**src/rtl/i2c_mrx_pkg.sv**
```systemverilog
package i2c_mrx_pkg;

  localparam int WR_W = 4;

  localparam logic [1:0] ADDR_DATA = 2'd0;
  localparam logic [1:0] ADDR_CTRL = 2'd1;
  localparam logic [1:0] ADDR_STAT = 2'd2;

  // control write bit positions
  localparam int C_NACK   = 0;
  localparam int C_HOLD   = 1;
  localparam int C_MASTER = 2;
  localparam int C_BUSY   = 3;
  // status write bit position
  localparam int S_STOP   = 1;

  typedef enum logic [3:0] {
    ST_IDLE,
    ST_HOLD,
    ST_BLOW,
    ST_BHIGH,
    ST_ALOW,
    ST_AHIGH,
    ST_ATAIL,
    ST_SLOW,
    ST_SHIGH
  } rxState_t;

  typedef struct packed {
    logic tmrLoadLow;
    logic tmrLoadHigh;
    logic shiftEn;
    logic bitClr;
    logic loadRx;
  } dpCmd_t;

  typedef struct packed {
    logic rxFull;
    logic stopDone;
    logic txEnd;
    logic txEmpty;
    logic nackSel;
    logic rcvHold;
    logic master;
    logic busy;
    logic dirTx;
    logic frozen;
    logic stopPend;
  } regFlags_t;

endpackage

```
**src/rtl/i2c_mrx_datapath.sv**
```systemverilog
module i2c_mrx_datapath
  import i2c_mrx_pkg::*;
#(
  parameter int BYTE_W = 8,
  parameter int DIV_W  = 8
) (
  input  logic              clk,
  input  logic              rstN,
  input  dpCmd_t            cmd,
  input  logic [DIV_W-1:0]  lowCount,
  input  logic [DIV_W-1:0]  highCount,
  input  logic              sdaIn,
  output logic              tmrDone,
  output logic              byteDone,
  output logic [BYTE_W-1:0] rxData
);

  localparam int CNT_W = $clog2(BYTE_W + 1);

  logic [DIV_W-1:0]  tmr;
  logic [CNT_W-1:0]  bitCnt;
  logic [BYTE_W-1:0] shiftQ;
  logic [BYTE_W-1:0] rxQ;

  function automatic logic [DIV_W-1:0] phaseLoad(input logic [DIV_W-1:0] c);
    return (c == '0) ? '0 : c - 1'b1;
  endfunction

  // phase timer: loaded with count-1, done while zero
  always_ff @(posedge clk or negedge rstN) begin
    if (!rstN) begin
      tmr <= '0;
    end else if (cmd.tmrLoadLow) begin
      tmr <= phaseLoad(lowCount);
    end else if (cmd.tmrLoadHigh) begin
      tmr <= phaseLoad(highCount);
    end else if (tmr != '0) begin
      tmr <= tmr - 1'b1;
    end
  end

  assign tmrDone = (tmr == '0);

  always_ff @(posedge clk or negedge rstN) begin
    if (!rstN) begin
      bitCnt <= '0;
      shiftQ <= '0;
    end else begin
      if (cmd.bitClr) begin
        bitCnt <= '0;
      end else if (cmd.shiftEn) begin
        bitCnt <= bitCnt + 1'b1;
      end
      if (cmd.shiftEn) begin
        shiftQ <= {shiftQ[BYTE_W-2:0], sdaIn};
      end
    end
  end

  assign byteDone = (bitCnt == CNT_W'(BYTE_W));

  always_ff @(posedge clk or negedge rstN) begin
    if (!rstN) begin
      rxQ <= '0;
    end else if (cmd.loadRx) begin
      rxQ <= shiftQ;
    end
  end

  assign rxData = rxQ;

endmodule

```
**src/rtl/i2c_mrx_ctrl.sv**
```systemverilog
module i2c_mrx_ctrl
  import i2c_mrx_pkg::*;
(
  input  logic            clk,
  input  logic            rstN,
  input  logic            rxEnter,
  input  logic            dataRead,
  input  logic            ctrlWr,
  input  logic            statWr,
  input  logic [WR_W-1:0] wrBits,
  input  logic            tmrDone,
  input  logic            byteDone,
  output dpCmd_t          cmd,
  output regFlags_t       flags,
  output logic            sclOe,
  output logic            sdaOe
);

  rxState_t  state;
  rxState_t  stateNext;
  regFlags_t fl;
  logic      ackDrive;
  logic      byteFin;
  logic      stopFin;
  logic      enterOk;

  assign enterOk = rxEnter && (state == ST_IDLE) && !fl.busy;

  always_comb begin
    stateNext = state;
    cmd       = '0;
    byteFin   = 1'b0;
    stopFin   = 1'b0;
    case (state)
      ST_IDLE: begin
        if (enterOk) stateNext = ST_HOLD;
      end
      ST_HOLD: begin
        if (!fl.master) begin
          stateNext = ST_IDLE;
        end else if (fl.stopPend) begin
          stateNext      = ST_SLOW;
          cmd.tmrLoadLow = 1'b1;
        end else if (dataRead && !fl.frozen) begin
          stateNext      = ST_BLOW;
          cmd.tmrLoadLow = 1'b1;
          cmd.bitClr     = 1'b1;
        end
      end
      ST_BLOW: begin
        if (tmrDone) begin
          stateNext       = ST_BHIGH;
          cmd.tmrLoadHigh = 1'b1;
          cmd.shiftEn     = 1'b1;
        end
      end
      ST_BHIGH: begin
        if (tmrDone) begin
          stateNext      = byteDone ? ST_ALOW : ST_BLOW;
          cmd.tmrLoadLow = 1'b1;
        end
      end
      ST_ALOW: begin
        if (tmrDone) begin
          stateNext       = ST_AHIGH;
          cmd.tmrLoadHigh = 1'b1;
        end
      end
      ST_AHIGH: begin
        if (tmrDone) begin
          stateNext  = ST_ATAIL;
          cmd.loadRx = 1'b1;
          byteFin    = 1'b1;
        end
      end
      ST_ATAIL: begin
        stateNext = ST_HOLD;
      end
      ST_SLOW: begin
        if (tmrDone) begin
          stateNext       = ST_SHIGH;
          cmd.tmrLoadHigh = 1'b1;
        end
      end
      ST_SHIGH: begin
        if (tmrDone) begin
          stateNext = ST_IDLE;
          stopFin   = 1'b1;
        end
      end
      default: stateNext = ST_IDLE;
    endcase
  end

  always_ff @(posedge clk or negedge rstN) begin
    if (!rstN) begin
      state    <= ST_IDLE;
      ackDrive <= 1'b0;
    end else begin
      state <= stateNext;
      if (state == ST_BHIGH && stateNext == ST_ALOW) begin
        ackDrive <= !fl.nackSel;
      end
    end
  end

  // register flags; later assignments take priority
  always_ff @(posedge clk or negedge rstN) begin
    if (!rstN) begin
      fl       <= '0;
      fl.dirTx <= 1'b1;
      fl.txEnd <= 1'b1;
      fl.txEmpty <= 1'b1;
    end else begin
      if (enterOk) begin
        fl.master   <= 1'b1;
        fl.busy     <= 1'b1;
        fl.dirTx    <= 1'b0;
        fl.txEnd    <= 1'b0;
        fl.txEmpty  <= 1'b0;
        fl.frozen   <= 1'b0;
        fl.stopPend <= 1'b0;
      end
      if (ctrlWr) begin
        fl.nackSel <= wrBits[C_NACK];
        fl.rcvHold <= wrBits[C_HOLD];
        if (!wrBits[C_HOLD])   fl.frozen <= 1'b0;
        if (!wrBits[C_MASTER]) fl.master <= 1'b0;
        if (!wrBits[C_BUSY] && fl.busy) fl.stopPend <= 1'b1;
      end
      if (statWr && !wrBits[S_STOP]) begin
        fl.stopDone <= 1'b0;
      end
      if (byteFin) begin
        fl.rxFull <= 1'b1;
        if (fl.rcvHold) fl.frozen <= 1'b1;
      end else if (dataRead) begin
        fl.rxFull <= 1'b0;
      end
      if (stopFin) begin
        fl.stopDone <= 1'b1;
        fl.busy     <= 1'b0;
        fl.stopPend <= 1'b0;
      end
    end
  end

  always_comb begin
    sclOe = 1'b0;
    sdaOe = 1'b0;
    case (state)
      ST_HOLD, ST_BLOW:   sclOe = 1'b1;
      ST_ALOW, ST_ATAIL: begin
        sclOe = 1'b1;
        sdaOe = ackDrive;
      end
      ST_AHIGH:           sdaOe = ackDrive;
      ST_SLOW: begin
        sclOe = 1'b1;
        sdaOe = 1'b1;
      end
      ST_SHIGH:           sdaOe = 1'b1;
      default: begin
        sclOe = 1'b0;
        sdaOe = 1'b0;
      end
    endcase
  end

  assign flags = fl;

endmodule

```
**src/rtl/i2c_master_rx.sv**
```systemverilog
module i2c_master_rx
  import i2c_mrx_pkg::*;
#(
  parameter int BYTE_W = 8,
  parameter int DIV_W  = 8
) (
  input  logic              clk,
  input  logic              rstN,
  input  logic              rxEnter,
  input  logic [1:0]        regAddr,
  input  logic              regWr,
  input  logic              regRd,
  input  logic [WR_W-1:0]   regWdata,
  output logic [BYTE_W-1:0] regRdata,
  input  logic [DIV_W-1:0]  lowCount,
  input  logic [DIV_W-1:0]  highCount,
  input  logic              sdaIn,
  output logic              sclOe,
  output logic              sdaOe
);

  dpCmd_t            cmd;
  regFlags_t         flags;
  logic              tmrDone;
  logic              byteDone;
  logic [BYTE_W-1:0] rxData;
  logic              dataRead;
  logic              ctrlWr;
  logic              statWr;

  assign dataRead = regRd && (regAddr == ADDR_DATA);
  assign ctrlWr   = regWr && (regAddr == ADDR_CTRL);
  assign statWr   = regWr && (regAddr == ADDR_STAT);

  i2c_mrx_ctrl u_ctrl (
    .clk      (clk),
    .rstN     (rstN),
    .rxEnter  (rxEnter),
    .dataRead (dataRead),
    .ctrlWr   (ctrlWr),
    .statWr   (statWr),
    .wrBits   (regWdata),
    .tmrDone  (tmrDone),
    .byteDone (byteDone),
    .cmd      (cmd),
    .flags    (flags),
    .sclOe    (sclOe),
    .sdaOe    (sdaOe)
  );

  i2c_mrx_datapath #(.BYTE_W(BYTE_W), .DIV_W(DIV_W)) u_dp (
    .clk       (clk),
    .rstN      (rstN),
    .cmd       (cmd),
    .lowCount  (lowCount),
    .highCount (highCount),
    .sdaIn     (sdaIn),
    .tmrDone   (tmrDone),
    .byteDone  (byteDone),
    .rxData    (rxData)
  );

  always_comb begin
    case (regAddr)
      ADDR_DATA: regRdata = rxData;
      ADDR_CTRL: regRdata = BYTE_W'({flags.dirTx, flags.busy, flags.master,
                                     flags.rcvHold, flags.nackSel});
      ADDR_STAT: regRdata = BYTE_W'({flags.txEmpty, flags.txEnd,
                                     flags.stopDone, flags.rxFull});
      default:   regRdata = '0;
    endcase
  end

endmodule

```
**config.mk**
```make
export PLATFORM = sky130hd
export DESIGN_NAME = i2c_master_rx
export DESIGN_NICKNAME = d
export VERILOG_FILES = /design/src/rtl/i2c_mrx_pkg.sv /design/src/rtl/i2c_mrx_datapath.sv /design/src/rtl/i2c_mrx_ctrl.sv /design/src/rtl/i2c_master_rx.sv
export SDC_FILE = /design/constraint.sdc
export NUM_CORES = 1
export LEC_CHECK = 0
export BUFFER_PORTS_ARGS = -buffer_cell sky130_fd_sc_hd__buf_2
export CAP_MARGIN = 5
export CORE_MARGIN = 2
export CORE_UTILIZATION = 35
export CTS_CLUSTER_DIAMETER = 40
export DETAILED_ROUTE_END_ITERATION = 6
export SLEW_MARGIN = 40
export SYNTH_ARGS = -nofsm -noshare
export SYNTH_HDL_FRONTEND = slang
export SYNTH_SLANG_ARGS = --single-unit
```
**constraint.sdc**
```tcl
create_clock -name clk -period 2.7 [get_ports clk]
set_input_delay 0.54 -clock clk [delete_from_list [all_inputs] [get_ports clk]]
set_output_delay 0.54 -clock clk [all_outputs]
set_load 0.01 [all_outputs]
```
* After elaboration in Yosys (flattened, before gate mapping)
Cells that the tools add are included.
** Storage, ports and cells
- Flip-flop bits (word level) :: 42
- Input port bits :: 28
- Output and inout bits :: 10
- Word-level logic and storage cells :: 109
** Cells by class
- Add/sub/neg operators :: 4
- Equal/unequal tests :: 12
- Multiplexer cells :: 49
- Reductions and logical operators :: 29
** Operators with widths (number)
- $mux W4 :: 12
- $mux W8 :: 5
- $pmux W4 S9 :: 1
- $logic_not A8 Y1 :: 3
- $pmux W8 S3 :: 1
- $sub A8 B1 Y8 const B :: 3
- $mux W1 :: 23
- $eq A4 B3 Y1 const B :: 5
- $logic_and A1 B1 Y1 :: 9
- $eq A4 B2 Y1 const B :: 2
- $eq A4 B4 Y1 const B :: 2
- $reduce_bool A2 Y1 :: 4
- $reduce_bool A8 Y1 :: 1
- $pmux W1 S2 :: 3
- $logic_not A1 Y1 :: 5
- $mux W5 :: 1
- $reduce_or A5 Y1 :: 1
- $add A4 B1 Y4 const B :: 1
- $eq A4 B1 Y1 const B :: 1
- $logic_not A4 Y1 :: 1
- $mux W2 :: 2
- $reduce_or A2 Y1 :: 2
- $mux W3 :: 1
- $reduce_bool A3 Y1 :: 1
- other kinds (4) :: 4

* Longest topological paths before layout
Gate-level depths: netlist of the first run.
- Depth in word-level cells :: 9
- Mapped depth :: 9
- Gate-level depth less buffers :: 7

* Cells and area by module
From an unflattened synthesis of the first run, not the netlist that was laid out.
** Second synthesis, totals
- Cell total of the unflattened synthesis :: 280
- Area total of the unflattened synthesis :: 2735.1 um^2
** Modules (own cells, without submodules)
- i2c_mrx_datapath :: times used 1, cells each 167, area each 1730.4 um^2, sequential area each 700.7 um^2
- i2c_mrx_ctrl :: times used 1, cells each 92, area each 837.1 um^2, sequential area each 351.6 um^2
- i2c_master_rx :: times used 1, cells each 21, area each 167.7 um^2, sequential area each 0.0 um^2

* Least setup slack after synthesis of the first run
No wires, ideal clock.
- Path kind :: flip-flop to flip-flop
- Start point :: register u_dp.tmr[0]
- End point :: register u_dp.tmr[2]
- Library setup time :: 0.082 ns
- Arrival time :: 2.317 ns
- Required time :: 2.618 ns
- Setup slack :: 0.301 ns
- Cell stages (with the launch flop) :: 10
- Path buffers :: 2
- Period minus slack after synthesis :: 2.399 ns
- Path through :: dfrtp_1 -> inv_1 -> ha_1 -> or4b_4 -> or2_0 -> buf_2 -> or3_1 -> buf_6 -> o22a_1 -> o22ai_1
** On the way
- Cells in the longest elaborated chain, start to end :: 5
- Elaborated cells between the ends (all ways) :: 11
- Those cells by class :: 1 x add/sub; 7 x mux; 3 x reduce/logical
** RTL lines
- start: declaration :: line i2c_mrx_datapath.sv:20 : logic [DIV_W-1:0] tmr;
- start signal: assignment :: line i2c_mrx_datapath.sv:34 : tmr <= phaseLoad(lowCount);
- start signal: assignment :: line i2c_mrx_datapath.sv:36 : tmr <= phaseLoad(highCount);
- start signal: assignment :: line i2c_mrx_datapath.sv:38 : tmr <= tmr - 1'b1;
- parallel branches: the longest is 5 deep, another holds $sub A8 B1 Y8
Parallel ways; which one is timed is not known. The select of a mux whose other input is x is not followed.
A chain may end at the register's enable or synchronous reset.

* Worst setup path in the final report of the first run
- Start point :: register u_dp.tmr[0]
- End point :: register u_dp.rxQ[3], in the netlist u_dp.rxData[3]
** On the way
- Cells in the longest elaborated chain, start to end :: 3
** RTL lines
- $logic_not A8 Y1 :: line i2c_mrx_datapath.sv:42 : assign tmrDone = (tmr == '0);
- $mux W1 :: line i2c_mrx_ctrl.sv:70 : if (tmrDone) begin
- $mux W1 :: line i2c_mrx_ctrl.sv:34 : case (state)
- end signal: assignment :: line i2c_mrx_datapath.sv:66 : rxQ <= shiftQ;
- end: declaration :: line i2c_mrx_datapath.sv:23 : logic [BYTE_W-1:0] rxQ;
No other way between the ends.

==> metrics.yaml, run 1 <==
run_status:
  outcome: "finished, final reports clean"
sta:
  setup_viol: 0
  fmaxAchievable_mhz: 393.7
  holdWs_ns: 0.2105
  setup_tns_ns: 0
  finalWorstSetupSlack_ns: 0.1599
  final_hold_viol_count: 0
  slew_viol_final: 0
  rsz0062_at_grt: "false"
  fin_skew_ns: 0.009556
  timing.slew.headroom_pct: 59.21
  finalCritPeriodShare_pct: 94.08
  min_period_ns: 2.540
  worstMarginPinSlew_ns: 0.6034
synthesis:
  synthFlopType: "dfrtp_1"
  syn-num-nets: 295
  synth_common_cells: "dfrtp_1 (41), nand2_1 (29), nor2_1 (22), mux2_2 (18), nor3_1 (13)"
  post-synth-top-count-cell: "dfrtp_1"
  ys_types: 44
  yosysTopAreaCell: "dfrtp_1"
  seq_area_frac_synth_pct: 42.33
  yosysWarningCount: 0
  yosys.area.top_type_share_pct: 41.27
  synth_area_leaders: "dfrtp_1 (41%), mux2_2 (8.2%), nand2_1 (4.4%)"
  synthCells: 262
  synth.cell_area_um2: 2486
  avgSynthCellArea_um2: 9.489
  synth_edf_count: 0
  synth_seq_cells: 42
  async_flop_share_pct: 100.0
detailed_routing:
  wl_met1_um: 2739
  drt-initial-drc-count: 168
  met3_length_um: 195
  wl_per_cell_um: 13.64
  highest_layer: "met4"
  routed_wl_um: 5471
  vias: 2046
  drc: 0
  dr_wl_met2_um: 2449
  routed_via_density: 5.102
  drt_pass1_iterations: 4
  ant_nets: 0
clock_network:
  postCtsSetupBuffers: 0
  h-tree-depth: 2
  cts_buffer_depth: 2
  clockRootBuffer: "clkbuf_8"
  cts_buffers: 5
  cts.clk_slew.worst_paths_ns: 0.10
  cts_sinks: 42
  cts_tree: "done"
  clk_latency_ns: 0.30
grt:
  grt_max_degree: 43
  grt_usage_pct: 15.46
  grt_pass1_wl_um: 9453
  antenna_found_initial: 0
  grt_pass1_vias: 2024
  grt-ovfl-total: 0
setup_path:
  worstPathArrival_ns: 2.74
  critPathRequiredTime_ns: 2.90
  critPathSlowestCell: "or4b_4"
  reg2reg_from: "u_dp.tmr[0]"
  path_class: "flip-flop to flip-flop"
  cp.depth: 7
  cp-start-kind: "flip-flop"
  worstReg2RegEnd: "u_dp.rxData[3]"
  crit_chain: "inv_1, ha_1, or4b_4, or2_0, nor2_1, nand2_1, mux2_2"
  cp_num_buf_inv: 1
  critical_path.top_delay_family: "simple AND/OR/NAND/NOR gates"
  cp-end-kind: "flip-flop"
  reg2reg_depth: 7
  r2r_setup_slack_ns: 0.16
  path_max_fanout: 11
  cp_slowest_stage_delay_ns: 0.50
placement:
  place.gp.congestion: 0.8784
  portBuffers: 37
  dpl.hpwl_um: 4199
  place_area_um2: 2803
  dp_cells: 393
  pre_cts_ws_ns: 0.1910
final_layout:
  n_fill_cell: 712
  design_area_um2: 2908
  layout-drive-gt1-share_pct: 25.57
  nets: 337
  area_growth_pct: 16.96
  final_cells: 401
  num_antenna_cells: 0
power:
  p_leak_nw: 1.316
  power_density_nw_per_um2: 618.0
  vdd_drop_max_uv: 280.9
die:
  initial_core_util_pct: 36.39
  die_h_um: 88.28
  die_x_um: 88.28
  pin_count: 38
  core-area_um2: 6832
  dieArea_um2: 7793
  num_rows: 30
run:
  drv_cap: 0
hold_path:
  hold_class: "primary input to asynchronous set/reset pin"
## worst max path at each step
stage,from,end,slack [ns]
after CTS,u_dp.tmr[0],u_dp.tmr[5],0.16
after floorplan,u_dp.tmr[0],u_dp.tmr[2],0.30
after global routing,u_dp.tmr[0],u_dp.rxData[1],0.003
after detailed placement,u_dp.tmr[0],u_dp.tmr[5],0.19
after global placement,u_dp.tmr[0],u_dp.tmr[1],0.25
final,u_dp.tmr[0],u_dp.rxData[3],0.16
## layout by cell type, fill, tap and decap left out, types with 3 or more instances in the layout
master / instances
clkbuf_8: 5
buf_4: 8
o22ai_1: 11
or3_1: 4
and2_1: 5
nand3b_1: 4
mux2i_1: 6
nor2_1: 21
inv_1: 10
o21ai_0: 9
buf_2: 36
xnor2_1: 10
ha_1: 5
nor3_1: 13
nand2_1: 29
dfrtp_1: 41
nor4b_1: 3
nand3_1: 7
a21oi_1: 11
xor2_1: 8
mux2_2: 18
nor3b_1: 4
o22a_1: 6
## stage by stage
stage               total power [W]  utilization, %
floorplan                  0.001206               -
global placement           0.001358           40.99
detailed placement         0.001362           41.03
CTS                        0.001814           42.45
global route               0.001922           42.56
finish                     0.001797           42.56
## where the power goes
part	internal (W)	switching [W]	total [W]	leakage [nW]
Combinational	0.000274	0.000242	0.000516	0.739
Clock	0.000194	0.000253	0.000446	0.0506
Sequential	0.000728	0.000106	0.000834	0.527
Total	0.00120	0.000601	0.00180	1.32
## area by class of cell
type | instances | area, µm² | share of cell area (%)
clock inverter | 3 | 28.78 | 0.9897
inverter | 10 | 37.54 | 1.291
timing repair buffer | 44 | 240.2 | 8.262
multi-input combinational | 201 | 1360 | 46.77
sequential | 42 | 1052 | 36.19
clock buffer | 5 | 68.82 | 2.367
tap | 96 | 120.1 | 4.131
## layer usage
metal / up-vias / track usage, %
li1: 1025 / -
met1: 979 / 22.60
met2: 35 / 23.24
met3: 7 / 2.425
met4: 0 / 5.647
met5: - / 0
## what timing repair did
action | 4_1_cts | 5_1_grt
hold endpoints to repair | 0 | 0
gates resized for setup | 0 | 2
hold buffers | 0 | 0
setup endpoints to repair | 0 | 2
## state kept, by name, summed over array words and instances, names as in the netlist
signal / cells
u_ctrl.ackDrive: 1
u_ctrl.flags: 9
u_dp.shiftQ: 8
u_dp.tmr: 8
u_dp.rxData: 8
u_ctrl.state: 4
u_dp.bitCnt: 4
## cell families (layout without fill, tap and decap cells)
| kind of cell | count (synthesis) | in the layout | share of synthesized area (%) |
|---|---|---|---|
| AO/OA/AOI/OAI | 51 | 51 | 13.94 |
| XOR/XNOR | 18 | 18 | 6.341 |
| adder cells (fa/ha/maj) | 5 | 5 | 2.516 |
| buffers and inverters | 19 | 62 | 3.271 |
| flip-flops | 42 | 42 | 42.33 |
| multiplexers | 24 | 24 | 10.57 |
| AND/OR/NAND/NOR | 103 | 103 | 21.04 |
Note: power is estimated with default switching activity, not from simulation.
==> inputs of run 2 (changes only) <==
--- a/config.mk
+++ b/config.mk
@@ -14,4 +14,5 @@
 export SLEW_MARGIN = 40
 export SYNTH_ARGS = -nofsm -noshare
 export SYNTH_HDL_FRONTEND = slang
+export SYNTH_HIERARCHICAL = 1
 export SYNTH_SLANG_ARGS = --single-unit
==> run 2 against run 1 <==
Combinational power is 16% higher; sequential share of layout area is 2.8 points lower; synthesized cell count is 6.9% higher; design area grew 8.3%; critical path type unchanged; largest power group unchanged; highest routed layer unchanged.
==> metrics.yaml, run 2 <==
run_status:
  outcome: "finished, final reports clean"
grt:
  grt-ovfl-total: 0
  grt_usage_pct: 14.49
  antenna_found_initial: 0
  busiest_layer: "met2"
  grtUsageMet1_pct: 20.03
  grt_pass1_wl_um: 9984
  grt_max_degree: 43
  use_met2_pct: 23.24
  grt_pass1_vias: 2036
  grtUsageMet3_pct: 2.929
detailed_routing:
  drt_pass1_iterations: 4
  routed_via_density: 5.158
  routed_wl_um: 6039
  drt-initial-drc-count: 154
  drc: 0
  vias: 2192
  ant_nets: 0
  wl_per_cell_um: 14.21
setup_path:
  cp_slowest_stage_delay_ns: 0.42
  path_class: "flip-flop to flip-flop"
  crit_top_cell: "and3_1"
  cp-start-kind: "flip-flop"
  path_max_fanout: 10
  worstPathArrival_ns: 2.61
  worstReg2RegEnd: "u_dp/tmr[6]"
  critPathSlowestCell: "dfrtp_1"
  cp-end-kind: "flip-flop"
  critPathRequiredTime_ns: 2.90
  reg2reg_depth: 12
  cp_num_buf_inv: 3
  reg2reg_from: "u_dp/tmr[1]"
  critical_path.top_delay_family: "simple AND/OR/NAND/NOR gates"
  r2r_setup_slack_ns: 0.29
  crit_chain: "inv_1, ha_1, nor4b_2, and3_1, nand2_2, o21ai_0, and3_1, buf_4, clkinv_1, nand2_1, a221oi_1, a211oi_1"
die:
  die_h_um: 92.40
  pin_count: 38
  num_rows: 32
  dieArea_um2: 8538
  core-area_um2: 7647
  initial_core_util_pct: 35.77
  die_x_um: 92.40
synthesis:
  post-synth-top-count-cell: "dfrtp_1"
  synthFlopType: "dfrtp_1"
  synth_edf_count: 0
  synth.cell_area_um2: 2735
  synth_seq_cells: 42
  avgSynthCellArea_um2: 9.768
  ys_types: 64
  async_flop_share_pct: 100.0
  yosysTopAreaCell: "dfrtp_1"
  yosys.area.top_type_share_pct: 37.51
  seq_area_frac_synth_pct: 38.47
  synth_area_leaders: "dfrtp_1 (38%), mux2_2 (7.4%), ha_1 (3.7%)"
  yosysWarningCount: 6
  synthCells: 280
  synth_common_cells: "dfrtp_1 (41), nor2_1 (25), inv_1 (19), mux2_2 (18), o21ai_0 (12)"
  syn-num-nets: 316
sta:
  fmaxAchievable_mhz: 415.1
  final_hold_viol_count: 0
  setup_tns_ns: 0
  min_period_ns: 2.409
  fin_skew_ns: 0.01005
  setup_viol: 0
  slew_viol_final: 0
  timing.slew.headroom_pct: 64.02
  worstMarginPinSlew_ns: 0.5398
  rsz0062_at_grt: "false"
  finalCritPeriodShare_pct: 89.23
clock_network:
  cts_sinks: 42
  clk_latency_ns: 0.29
  cts_buffer_depth: 2
  clockRootBuffer: "clkbuf_8"
  cts_tree: "done"
  hold_buffers: 0
  cts-resized-gates: 0
  cts_buffers: 5
  cts.clk_slew.worst_paths_ns: 0.08
  postCtsSetupBuffers: 0
  h-tree-depth: 2
power:
  p_leak_nw: 1.401
  vdd_drop_max_uv: 274.0
  power_density_nw_per_um2: 598.8
final_layout:
  nets: 358
  layout-drive-gt1-share_pct: 27.24
  largest_reg_flops: 9
  area_growth_pct: 15.10
  final_cells: 425
  num_antenna_cells: 0
  final_common_cell: "dfrtp_1"
  mostFrequentLayoutCells: "dfrtp_1 (41), buf_2 (36), nor2_1 (25), inv_1 (19), mux2_2 (18)"
placement:
  dpl.hpwl_um: 4577
  place.gp.congestion: 0.8561
  dp_cells: 417
  portBuffers: 37
hold_path:
  hold_class: "primary input to asynchronous set/reset pin"
run:
  drv_cap: 0
-- run 2: cell count changes in the layout (fill, tap and decap cells not counted), moves of 5 or more --
cell / delta
nand2_1: -19
o22a_1: -5
o22ai_1: -9
nor3_1: -7
xnor2_1: -5
nand2b_1: +6
inv_1: +9
-- run 2: layout make-up --
cell class | count | area, µm²
fill | 763 | 4499
multi-input combinational | 204 | 1528
sequential | 42 | 1052
timing repair buffer | 48 | 270.3
tap | 102 | 127.6
clock buffer | 7 | 86.33
inverter | 21 | 78.83
clock inverter | 1 | 5.005
-- run 2: cell families (layout without fill, tap and decap cells) --
logic type                 after synthesis  count (layout)  synth area share, %
muxes                                   27              27                10.70
xor gates and xnor gates                12              12                3.843
adders and majority gates                8               8                3.660
AOI/OAI and AO/OA                       63              63                17.29
buffers and inverters                   34              77                6.130
and+or+nand+nor                         94              94                19.90
DFF                                     42              42                38.47
-- run 2: where the power goes --
part / switching, W / internal, W / total (W)
registers: 0.000127 / 0.000740 / 0.000867
logic: 0.000324 / 0.000275 / 0.000599
clock network: 0.000213 / 0.000207 / 0.000420
-- run 2: worst register-to-register path, stage by stage (launching register included) --
cell      delay (ns)
dfrtp_1         0.42
inv_1           0.10
ha_1            0.17
nor4b_2         0.22
and3_1          0.23
nand2_2         0.09
o21ai_0         0.07
and3_1          0.21
buf_4           0.14
clkinv_1        0.22
nand2_1         0.15
a221oi_1        0.07
a211oi_1        0.22
-- run 2: how the worst max path moves through the flow --
stage | start | end | slack, ns | depth (start not counted)
after global routing | u_dp/tmr[0] | u_dp/tmr[6] | 0.0003 | 12
final | u_dp/tmr[1] | u_dp/tmr[6] | 0.29 | 12
after global placement | regAddr[0] | u_dp/tmr[6] | 0.23 | 12
after floorplan | u_dp/tmr[0] | u_dp/shiftQ[0] | 0.15 | 9
after CTS | u_dp/tmr[0] | u_dp/tmr[6] | 0.20 | 11
after detailed placement | regAddr[0] | u_dp/tmr[6] | 0.14 | 11
-- run 2: metal layers --
layer	vias up	routed length, µm
li1	1095	-
met2	38	2955
met5	-	0
met3	8	177
met4	0	59
met1	1051	2848
-- run 2: stage by stage --
stage / hold slack [ns] / setup WS [ns] / area, µm² / utilization (%) / total power (W)
global placement: 0.4835 / 0.2311 / 3048 / 39.86 / 0.001465
CTS: 0.2432 / 0.2017 / 3142 / 41.08 / 0.001894
finish: 0.2268 / 0.2908 / 3148 / 41.16 / 0.001885
floorplan: 0.2444 / 0.1519 / 2735 / - / 0.001277
detailed placement: 0.4876 / 0.1413 / 3050 / 39.89 / 0.001470
global route: 0.2645 / 0.0003242 / 3148 / 41.16 / 0.002029
==> inputs of run 3 (changes only) <==
--- a/config.mk
+++ b/config.mk
@@ -7,6 +7,7 @@
 export LEC_CHECK = 0
 export BUFFER_PORTS_ARGS = -buffer_cell sky130_fd_sc_hd__buf_2
 export CAP_MARGIN = 5
+export CORE_ASPECT_RATIO = 0.8
 export CORE_MARGIN = 2
 export CORE_UTILIZATION = 35
 export CTS_CLUSTER_DIAMETER = 40
==> run 3 against run 2 <==
Flip-flop and latch count unchanged; combinational power is 3% lower; cell count is 0.71% higher; clock skew decreased by 0.0054 ns; setup slack lost 0.041 ns; sequential share of layout area down 0.28 points; register-to-register slack got worse by 0.04 ns; sequential power increased by 2%; clock power up 20%; non-clock buffer count unchanged; clock-buffer cell count down 1; critical endpoint unchanged; largest cell class unchanged.
==> metrics.yaml, run 3 (synthesis results as in run 2) <==
run_status:
  outcome: "finished, final reports clean"
detailed_routing:
  drt-initial-drc-count: 140
  ant_nets: 0
  drt_pass1_iterations: 4
  drc: 0
  wl_per_cell_um: 14.68
  vias: 2242
  routed_via_density: 5.238
  routed_wl_um: 6285
die:
  num_rows: 28
  initial_core_util_pct: 36.48
  pin_count: 38
  dieArea_um2: 8542
  die_h_um: 83.07
  die_x_um: 102.8
  core-area_um2: 7497
sta:
  worstMarginPinSlew_ns: 0.5386
  setup_viol: 0
  rsz0062_at_grt: "false"
  fin_skew_ns: 0.004658
  min_period_ns: 2.450
  final_hold_viol_count: 0
  finalCritPeriodShare_pct: 90.75
  fmaxAchievable_mhz: 408.1
  slew_viol_final: 0
  timing.slew.headroom_pct: 63.82
  setup_tns_ns: 0
  finalWorstSetupSlack_ns: 0.2497
power:
  power_density_nw_per_um2: 619.7
  p_leak_nw: 1.404
  vdd_drop_max_uv: 239.6
hold_path:
  hold_class: "primary input to asynchronous set/reset pin"
final_layout:
  mostFrequentLayoutCells: "dfrtp_1 (41), buf_2 (36), nor2_1 (25), inv_1 (19), mux2_2 (18)"
  layout-drive-gt1-share_pct: 27.55
  largest_reg_flops: 9
  nets: 358
  num_antenna_cells: 0
  design_area_um2: 3174
  final_util_pct: 42.34
  final_cells: 428
  final_common_cell: "dfrtp_1"
  n_fill_cell: 781
  final-seq-area_um2: 1052
  area_growth_pct: 16.06
  multi_input_area_um2: 1528
clock_network:
  cts_buffers: 5
  clk_latency_ns: 0.30
  hold_buffers: 0
  cts.clk_slew.worst_paths_ns: 0.08
  cts_buffer_depth: 2
  h-tree-depth: 2
  clockRootBuffer: "clkbuf_8"
  cts_sinks: 42
  cts_tree: "done"
run:
  drv_cap: 0
setup_path:
  path_class: "flip-flop to flip-flop"
  reg2reg_depth: 11
  worstSetupStartpoint: "u_dp/tmr[0]"
  cp-start-kind: "flip-flop"
  critPathRequiredTime_ns: 2.91
  worstPathArrival_ns: 2.66
  path_max_fanout: 10
  cp-end-kind: "flip-flop"
  reg2reg_from: "u_dp/tmr[0]"
grt:
  grt_pass1_vias: 2176
  grt_pass1_wl_um: 10700
  grt-ovfl-total: 0
  antenna_found_initial: 0
  grt_max_degree: 43
  grt_usage_pct: 15.56
placement:
  pre_cts_ws_ns: 0.1271
  dpl.hpwl_um: 4775
  place_area_um2: 3047
  dp_cells: 419
  place.gp.congestion: 0.8575
  portBuffers: 37
-- run 3: layer usage --
layer / global-route usage, % / wire [µm] / part of all wire, %
met5: 0 / 0 / 0
met4: 3.947 / 53 / 0.84
met3: 2.694 / 260 / 4.1
met2: 21.63 / 2732 / 43
met1: 24.66 / 3238 / 52
-- run 3: power breakdown --
part | internal [W] | switching (W)
clock network | 0.000276 | 0.000226
registers | 0.000740 | 0.000143
logic | 0.000275 | 0.000307
total | 0.00129 | 0.000676
-- run 3: path summary, 6_finish.rpt --
check | end | slack, ns
worst max-delay path | u_dp/tmr[6] | 0.25
worst min-delay path | u_dp/shiftQ[3] | 0.21
worst max register to register | u_dp/tmr[6] | 0.25
worst min register to register | u_dp/rxData[6] | 0.51
max in group asynchronous | u_ctrl/flags[2] | 2.11
min in group clk | u_ctrl/flags[4] | 0.46
-- run 3: repair_timing --
action,4_1_cts,5_1_grt
endpoints found under the setup margin,0,8
setup buffers,0,1
resized for setup,0,2
-- run 3: stage by stage --
| step | hold slack, ns | total power, W |
|---|---|---|
| after floorplan | 0.2444 | 0.001277 |
| after global placement | 0.4862 | 0.001447 |
| after detailed placement | 0.4900 | 0.001467 |
| after CTS | 0.2356 | 0.001971 |
| after global routing | 0.2638 | 0.002108 |
| final | 0.2141 | 0.001967 |
-- run 3: layout make-up --
type                    instances  area share (%)
well taps                     105           4.139
multi-input cells             204           48.13
flip-flops and latches         42           33.15
clock buffers                   6           2.286
repair buffers                 48           8.514
inverters                      21           2.602
clock inverters                 2           1.183
-- run 3: worst max-delay path: stages (launching register included) --
cell,delay (ns)
dfrtp_1,0.43
inv_1,0.10
ha_1,0.20
nor4b_2,0.25
and3_1,0.30
nand2_2,0.11
o21ai_0,0.09
and3_1,0.27
clkinvlp_4,0.22
nand2_1,0.12
a221oi_1,0.07
a211oi_1,0.22
